--- src/rtl/vc_pool_pkg.sv ---
package vc_pool_pkg;

    localparam int VC_ID_W = 5;
    localparam int MAX_VC  = 1 << VC_ID_W;

    typedef logic [VC_ID_W-1:0] vc_id_t;

    // Tag of the single spare slot: occupancy and owning channel.
    typedef struct packed {
        logic   busy;
        vc_id_t owner;
    } spare_tag_t;

    // Index reached by stepping off places from base on a ring of n entries.
    function automatic int ring_idx(input int base, input int off, input int n);
        int s;
        s = base + off;
        if (s >= n) s = s - n;
        return s;
    endfunction

endpackage

--- src/rtl/vc_pool_store.sv ---
module vc_pool_store
    import vc_pool_pkg::*;
#(
    parameter int N = 2,
    parameter int W = 16
) (
    input  logic                clk,
    input  logic                rst,
    input  logic [W-1:0]        wr_data,
    input  logic [N-1:0]        wr_take,
    input  logic [N-1:0]        rd_take,
    output logic [N-1:0]        main_full_q,
    output logic                sh_full_q,
    output logic [N-1:0]        main_full_nx,
    output logic [N-1:0][W-1:0] main_data_nx,
    output logic                sh_full_nx
);

    logic [N-1:0][W-1:0] main_data_q;
    logic [W-1:0]        sh_data_q, sh_data_nx;
    spare_tag_t          tag_q, tag_nx;

    always_comb begin
        main_full_nx = main_full_q & ~rd_take;
        main_data_nx = main_data_q;
        tag_nx       = tag_q;
        sh_data_nx   = sh_data_q;
        // Refill a drained register from the spare slot it owns.
        for (int i = 0; i < N; i++) begin
            if (!main_full_nx[i] && tag_q.busy && tag_q.owner == vc_id_t'(i)) begin
                main_full_nx[i] = 1'b1;
                main_data_nx[i] = sh_data_q;
                tag_nx.busy     = 1'b0;
            end
        end
        // Place the arriving flit behind anything already held for its channel.
        for (int i = 0; i < N; i++) begin
            if (wr_take[i]) begin
                if (main_full_nx[i]) begin
                    tag_nx.busy  = 1'b1;
                    tag_nx.owner = vc_id_t'(i);
                    sh_data_nx   = wr_data;
                end else begin
                    main_full_nx[i] = 1'b1;
                    main_data_nx[i] = wr_data;
                end
            end
        end
    end

    assign sh_full_nx = tag_nx.busy;
    assign sh_full_q  = tag_q.busy;

    always_ff @(posedge clk) begin
        if (rst) begin
            main_full_q <= '0;
            tag_q       <= '0;
        end else begin
            main_full_q <= main_full_nx;
            tag_q       <= tag_nx;
        end
        main_data_q <= main_data_nx;
        sh_data_q   <= sh_data_nx;
    end

endmodule

--- src/rtl/vc_pool_rr.sv ---
module vc_pool_rr
    import vc_pool_pkg::*;
#(
    parameter int N = 2
) (
    input  logic         clk,
    input  logic         rst,
    input  logic [N-1:0] req,
    output logic [N-1:0] grant
);

    localparam int PW = (N > 1) ? $clog2(N) : 1;

    logic [PW-1:0] ptr_q, ptr_d;

    always_comb begin
        grant = '0;
        ptr_d = ptr_q;
        for (int k = 0; k < N; k++) begin
            if (grant == '0 && req[ring_idx(int'(ptr_q), k, N)]) begin
                grant[ring_idx(int'(ptr_q), k, N)] = 1'b1;
                ptr_d = PW'(ring_idx(int'(ptr_q), k + 1, N));
            end
        end
    end

    always_ff @(posedge clk) begin
        if (rst) ptr_q <= '0;
        else     ptr_q <= ptr_d;
    end

endmodule

--- src/rtl/vc_pool_buffer.sv ---
module vc_pool_buffer
    import vc_pool_pkg::*;
#(
    parameter int NUM_VC = 2,
    parameter int FLIT_W = 16
) (
    input  logic              clk,
    input  logic              rst,
    input  logic [FLIT_W-1:0] in_data,
    input  logic [NUM_VC-1:0] in_valid,
    output logic [NUM_VC-1:0] in_ready,
    output logic [FLIT_W-1:0] out_data,
    output logic [NUM_VC-1:0] out_valid,
    input  logic [NUM_VC-1:0] out_ready
);

    logic [NUM_VC-1:0]             in_take, out_take;
    logic [NUM_VC-1:0]             main_full_q, main_full_nx, grant, ready_nx;
    logic [NUM_VC-1:0][FLIT_W-1:0] main_data_nx;
    logic                          sh_full_q, sh_full_nx;
    logic [FLIT_W-1:0]             sel_data;

    assign in_take  = in_valid & in_ready;
    assign out_take = out_valid & out_ready;

    vc_pool_store #(.N(NUM_VC), .W(FLIT_W)) u_store (
        .clk          (clk),
        .rst          (rst),
        .wr_data      (in_data),
        .wr_take      (in_take),
        .rd_take      (out_take),
        .main_full_q  (main_full_q),
        .sh_full_q    (sh_full_q),
        .main_full_nx (main_full_nx),
        .main_data_nx (main_data_nx),
        .sh_full_nx   (sh_full_nx)
    );

    vc_pool_rr #(.N(NUM_VC)) u_arb (
        .clk   (clk),
        .rst   (rst),
        .req   (main_full_nx & out_ready),
        .grant (grant)
    );

    always_comb begin
        sel_data = '0;
        for (int i = 0; i < NUM_VC; i++)
            if (grant[i]) sel_data = sel_data | main_data_nx[i];
    end

    for (genvar g = 0; g < NUM_VC; g++) begin : g_ready
        assign ready_nx[g] = !main_full_nx[g] || !sh_full_nx;
    end

    always_ff @(posedge clk) begin
        if (rst) begin
            out_valid <= '0;
            in_ready  <= '1;
            out_data  <= '0;
        end else begin
            out_valid <= grant;
            in_ready  <= ready_nx;
            out_data  <= sel_data;
        end
    end

endmodule

--- config.mk ---
export PLATFORM = sky130hd
export DESIGN_NAME = vc_pool_buffer
export DESIGN_NICKNAME = d
export VERILOG_FILES = /design/src/rtl/vc_pool_pkg.sv /design/src/rtl/vc_pool_store.sv /design/src/rtl/vc_pool_rr.sv /design/src/rtl/vc_pool_buffer.sv
export SDC_FILE = /design/constraint.sdc
export NUM_CORES = 1
export LEC_CHECK = 0
export ABC_AREA = 0
export BUFFER_PORTS_ARGS = -buffer_cell sky130_fd_sc_hd__buf_2
export CELL_PAD_IN_SITES_DETAIL_PLACEMENT = 1
export CELL_PAD_IN_SITES_GLOBAL_PLACEMENT = 2
export CORE_MARGIN = 1.5
export CORE_UTILIZATION = 39
export CTS_CLUSTER_SIZE = 10
export DETAILED_ROUTE_END_ITERATION = 10
export PLACE_DENSITY = 0.83
export SYNTH_ARGS = -nofsm -noshare
export SYNTH_HDL_FRONTEND = slang
export SYNTH_SLANG_ARGS = --single-unit
--- constraint.sdc ---
create_clock -name clk -period 4.35 [get_ports clk]
set_input_delay 0 -clock clk [delete_from_list [all_inputs] [get_ports clk]]
set_output_delay 0 -clock clk [all_outputs]
set_load 0.03 [all_outputs]
---- After elaboration in Yosys (flattened, before gate mapping) ----
Index checks and enable logic that the tools add are counted.
word-level totals
  register bits ........................... 77
  bits of input ports ..................... 22
  output and inout port bits .............. 20
  logic and storage cells ................. 90
cells by class
  add/sub/neg operators ................... 5
  $lt $le $gt $ge ......................... 9
  equality and inequality tests ........... 1
  muxes and demuxes ....................... 41
  bitwise gates (word level) .............. 7
  reductions and logical operators ........ 17
operators by type and width
  cell                                                                 count
  2-to-1 mux 16 bit                                                    12
  < comparator 32 x 3 -> 1 bit (second input constant)                 4
  2-to-1 mux 32 bit                                                    4
  greater-or-equal comparator 32 x 1 -> 1 bit (second input constant)  2
  greater-or-equal comparator 32 x 3 -> 1 bit (second input constant)  1
  subtractor 32 x 3 -> 32 bit (second input constant)                  1
  2-to-1 mux 6 bit                                                     4
  2-to-1 mux 1 bit                                                     17
  OR 16 bit                                                            1
  bitwise AND 2 bit                                                    4
  logical AND 1 bit                                                    7
  == test 5 x 1 -> 1 bit (second input constant)                       1
  logical NOT 1 bit                                                    5
  logical NOT 5 bit                                                    1
  2-to-1 mux 2 bit                                                     2
  adder 1 x 2 -> 3 bit (second input constant)                         1
  greater-or-equal comparator 3 x 2 -> 1 bit (second input constant)   1
  subtractor 1 x 2 -> 3 bit (second input constant)                    1
  adder 1 x 1 -> 2 bit (second input constant)                         1
  demux 1 bit (select 1 bit)                                           2
  greater-or-equal comparator 1 x 2 -> 1 bit (second input constant)   1
  logical NOT 2 bit                                                    1
  logical OR 1 bit                                                     2
  inverter 2 bit                                                       1
  3 further kinds                                                      3

---- Depth between registers and ports, before layout ----
  word-level depth ........................ 30
  gate-level depth with buffers ........... 7
  mapped depth without buffers ............ 4

---- Modules after synthesis ----
Synthesis repeated with hierarchy kept, for this count alone.
unflattened totals
  cells, all modules ...................... 281
  area, all modules ....................... 2969.1 sq um
modules (own cells, without submodules)
  module          instances  cells each  area an instance (sq um)  seq. area each (sq um)
  vc_pool_store   1          206         2168.3                    1121.1
  vc_pool_buffer  1          69          750.7                     400.4
  vc_pool_rr      1          6           50.0                      20.0

---- Worst setup path before layout ----
No wires, ideal clock.
  path type ............................... register to register
  start point ............................. register out_valid[0]
  end point ............................... register u_store.sh_data_q[10]
  library setup time ...................... 123 ps
  arrival ................................. 1761 ps
  setup slack ............................. 2466 ps
  stages on the path, launching flop included .. 7
  buffers on the path ..................... 2
  period minus slack after synthesis ...... 1884 ps
  path through ............................ dfxtp_1 -> a21boi_1 -> clkbuf_1 -> a21oi_1 -> o22ai_2 -> buf_2 -> mux2_1
on the way
  longest elaborated chain between the ends .. 11
RTL lines
  item                            RTL line              RTL
  start, declared                 vc_pool_buffer.sv:13  output logic [NUM_VC-1:0] out_valid,
  start signal, assigned          vc_pool_buffer.sv:62  out_valid <= grant;
  bitwise AND 2 bit (*)           vc_pool_buffer.sv:24  assign out_take = out_valid & out_ready;
  inverter 2 bit (*)              vc_pool_store.sv:24   main_full_nx = main_full_q & ~rd_take;
  bitwise AND 2 bit (*)           vc_pool_store.sv:24
  logical NOT 1 bit               vc_pool_store.sv:30   if (!main_full_nx[i] && tag_q.busy && tag_q.owner == vc_id_t'(i)) begin
  logical AND 1 bit (2 in a row)  vc_pool_store.sv:30
  2-to-1 mux 1 bit (*)            vc_pool_store.sv:30
  2-to-1 mux 16 bit (*)           vc_pool_store.sv:39   if (main_full_nx[i]) begin
  2-to-1 mux 16 bit (*)           vc_pool_store.sv:38   if (wr_take[i]) begin
  2-to-1 mux 16 bit               vc_pool_store.sv:39
  2-to-1 mux 16 bit (*)           vc_pool_store.sv:38
  via u_store.sh_data_nx[10]      vc_pool_store.sv:20   logic [W-1:0] sh_data_q, sh_data_nx;
  end signal, assigned            vc_pool_store.sv:63   sh_data_q <= sh_data_nx;
  end, declared                   vc_pool_store.sv:20
The timed path passes the listed nets; every way through them passes the cells marked *.
A chain may end at the register's enable or synchronous reset.

---- Worst setup path after layout ----
  start point ............................. register u_store.tag_q[2] (netlist name)
  end point ............................... register out_data[12]
on the way
  longest elaborated chain between the ends .. 15
RTL lines
  item                                                                RTL line              RTL
  start, declared                                                     vc_pool_store.sv:21   spare_tag_t tag_q, tag_nx;
  start signal, assigned                                              vc_pool_store.sv:60   tag_q <= tag_nx;
  == test 5 x 1 -> 1 bit / logical NOT 5 bit (equally long branches)  vc_pool_store.sv:30
  logical AND 1 bit                                                   vc_pool_store.sv:30
  2-to-1 mux 1 bit                                                    vc_pool_store.sv:30
  2-to-1 mux 1 bit                                                    vc_pool_store.sv:38
  bitwise AND 2 bit                                                   vc_pool_buffer.sv:42  .req (main_full_nx & out_ready),
  2-to-1 mux 1 bit (not written as such) (3 in a row)                 vc_pool_rr.sv:20      if (grant == '0 && req[ring_idx(int'(ptr_q), k, N)]) begin
  2-to-1 mux 2 bit                                                    vc_pool_rr.sv:20
  logical NOT 2 bit                                                   vc_pool_rr.sv:20
  logical AND 1 bit                                                   vc_pool_rr.sv:20
  2-to-1 mux 2 bit                                                    vc_pool_rr.sv:20
  2-to-1 mux 16 bit                                                   vc_pool_buffer.sv:49  if (grant[i]) sel_data = sel_data | main_data_nx[i];
  OR 16 bit                                                           vc_pool_buffer.sv:49
  2-to-1 mux 16 bit (*)                                               vc_pool_buffer.sv:49
  end signal, assigned                                                vc_pool_buffer.sv:64  out_data <= sel_data;
  end, declared                                                       vc_pool_buffer.sv:12  output logic [FLIT_W-1:0] out_data,
Every way passes the cells marked *; elsewhere a longest branch is shown, timed or not. The select of a mux whose other input is x is not followed.

==> results.cfg <==
[place]
place_congestion = 0.7428
dpl.cell_count = 468
dp_slack_ns = 1.539
hpwl_um = 6130
io_buffer_count = 41

[clock_network]
cts_tree = yes
htreeDepth = 3
cts_inserted_buffers = 9
root_buffer = clkbuf_8
cts_setup_buffers = 0
clockBufferDepth = 2
post_cts_resized = 0
cts_sinks = 77
cts.clk_slew.worst_paths_ns = 0.08
clock_latency_ns = 0.35
hold_buffers = 19

[synthesis]
seq_area_frac_synth_pct = 44.59
synth_flop_cell = dfxtp_1
synth_cell_types = 37
yosysTopAreaCell = dfxtp_1
yosysWarnings = 0
avgSynthCellArea_um2 = 9.766
synth_top_cell_area_share_pct = 44.59
async_flop_share_pct = 0
ys_seq_elements = 77
syn_nets = 376
synth_area_um2 = 3457
netlist_instances = 354
synth-edff-count = 0
ys_top_cells_by_area = dfxtp_1 (45%), nand4_1 (12%), o2111ai_1 (8.1%)

[critical_path]
end_kind = flop
path_class = reg2reg
cp_slowest_stage_delay_ns = 0.82
critPathRequiredTime_ns = 4.63
worst_path_max_delay_cell = o311a_1
crit_chain = or4b_2 > buf_4 > o211ai_4 > o311a_1 > a22o_1
cp_max_fo = 67
critical-path-top-delay-family = compound AO/OA/AOI/OAI gates
worstPathArrival_ns = 3.12
crit_buf_inv = 1
startpoint_type = flop

[routing]
met3_length_um = 374
wl_met2_um = 5153
first_pass_iters = 5
wl_per_cell_um = 21.83
drt.antenna.violating_nets = 0
drt_iter0_drc = 142
drt-met1-wl_um = 5270
via_per_inst = 6.382
detailroute.via_count = 3204
drc = 0
wirelength_um = 10960
top_layer = met4

[floorplan]
ioPinCount = 42
start_util_pct = 40.03
core-area_um2 = 8636
die_h_um = 97.15
die-width_um = 97.15
fp-row-count = 34
dieArea_um2 = 9438

[layout]
diodes = 0
fin_nets = 412
stdcell_count = 502
drive_gt1_share_pct = 17.77
syn2layout_area_growth_pct = 16.65
fin_util_pct = 46.70

[grt]
antenna_found_initial = 0
grt_pass1_vias = 3233
grt_pass1_wl_um = 17790
grt_usage_pct = 23.71
grt-ovfl-total = 0
grt_max_degree = 68

[timing]
fmax_mhz = 352.1
setup_tns_ns = 0
finClkSkew_ns = 0.01265
worst_pin_slew_ns = 1.082
setup_violations = 0
post-route-period-util_pct = 65.30
worst_slack_ns = 1.510
finalHoldViolations = 0
drv_slew = 0
min_period_ns = 2.840
rsz0062_at_grt = no
maxSlewHeadroom_pct = 27.87

[pwr]
p_leak_nw = 1.515
vdd_drop_max_mv = 0.2047
cellPowerDensity_nw_per_um2 = 567.2

[min_path]
hp-class = in2reg

[job]
max_cap_violations = 0

[outcome]
outcome = finished, final reports clean
area by class of cell:
class                           count  area [µm²]
Clock buffer                       14       162.7
Fill cell                         993        4603
Timing Repair Buffer               70       470.5
Tap cell                          108       135.1
Clock inverter                      1       30.03
Sequential cell                    77        1541
Multi-Input combinational cell    231        1689
Inverter                            1       3.754
through the flow:
step	cell area (µm²)	hold slack, ns	total power, mW
floorplan	3457	0.1129	1.533
global placement	3650	0.2523	1.686
detailed placement	3650	0.2593	1.716
CTS	4033	0.1079	2.287
global route	4033	0.1295	2.408
finish	4033	0.1160	2.287
flip-flops by register name, indices dropped and copies added, names as in the netlist:
| register | count |
|---|---|
| u_store.sh_full_q | 1 |
| u_store.main_data_q | 32 |
| u_store.main_full_q | 2 |
| u_arb.ptr_q | 1 |
| u_store.sh_data_q | 16 |
| out_valid | 2 |
| in_ready | 2 |
| u_store.tag_q | 5 |
| out_data | 16 |
cell usage in the layout, fill, tap and decap left out, drive strengths merged, types with 2 or more instances in the layout:
cell type / instances
a21oi: 3
mux2: 16
nand2: 34
dfxtp: 77
o21ai: 2
nand2b: 2
nand4: 64
o21ba: 2
nor2b: 2
a21bo: 2
o211ai: 33
a22o: 16
buf: 51
and2: 2
a21boi: 2
nor3b: 4
a311oi: 2
clkbuf: 14
nor2: 3
dlygate4sd3: 19
o2111ai: 32
synth_stat cells (2+ instances only):
library cell / instances
a21boi_1: 2
buf_2: 4
nand2_1: 34
nor2_1: 3
nand2b_1: 2
mux2_1: 16
buf_6: 6
a21oi_1: 3
buf_1: 4
a22o_1: 16
nor3b_1: 4
o211ai_1: 32
clkbuf_1: 30
nor2b_1: 2
o21ai_1: 2
and2_1: 2
nand4_1: 64
o21ba_1: 2
dfxtp_1: 77
o2111ai_1: 32
per-layer routing:
layer  up-vias  global-route usage [%]
li1       1488                       -
met1      1614                   32.04
met2        86                   38.78
met3        16                   3.381
met4         0                   8.138
met5         -                       0
where the power goes:
group          leakage [nW]  switching (mW)  internal, mW
Clock                0.0968           0.262         0.295
Combinational         0.776           0.429         0.242
Sequential            0.643           0.124         0.935
Total                  1.52           0.816          1.47
logic make-up after synthesis:
kind of cell	share of synthesized area, %
buffers and inverters	6.551
DFF	44.59
muxes	5.212
and+or+nand+nor	18.71
AOI/OAI and AO/OA	24.94
worst paths after layout:
check / cells after the start / slack, ns / startpoint / end
worst min register to register: 1 / 0.50 / u_store.sh_data_q[1] / u_store.sh_data_q[1]
worst max register to register: 5 / 1.51 / u_store.tag_q[2] / out_data[12]
worst max-delay path: 5 / 1.51 / u_store.tag_q[2] / out_data[12]
worst min-delay path: 3 / 0.12 / out_ready[0] / out_valid[0]
worst reg2reg max path: stages, from the launching register on:
cell and delay [ns]:
dfxtp_1 0.34, or4b_2 0.67, buf_4 0.36, o211ai_4 0.35, o311a_1 0.82, a22o_1 0.24
Note: power is estimated with default switching activity, not from simulation.
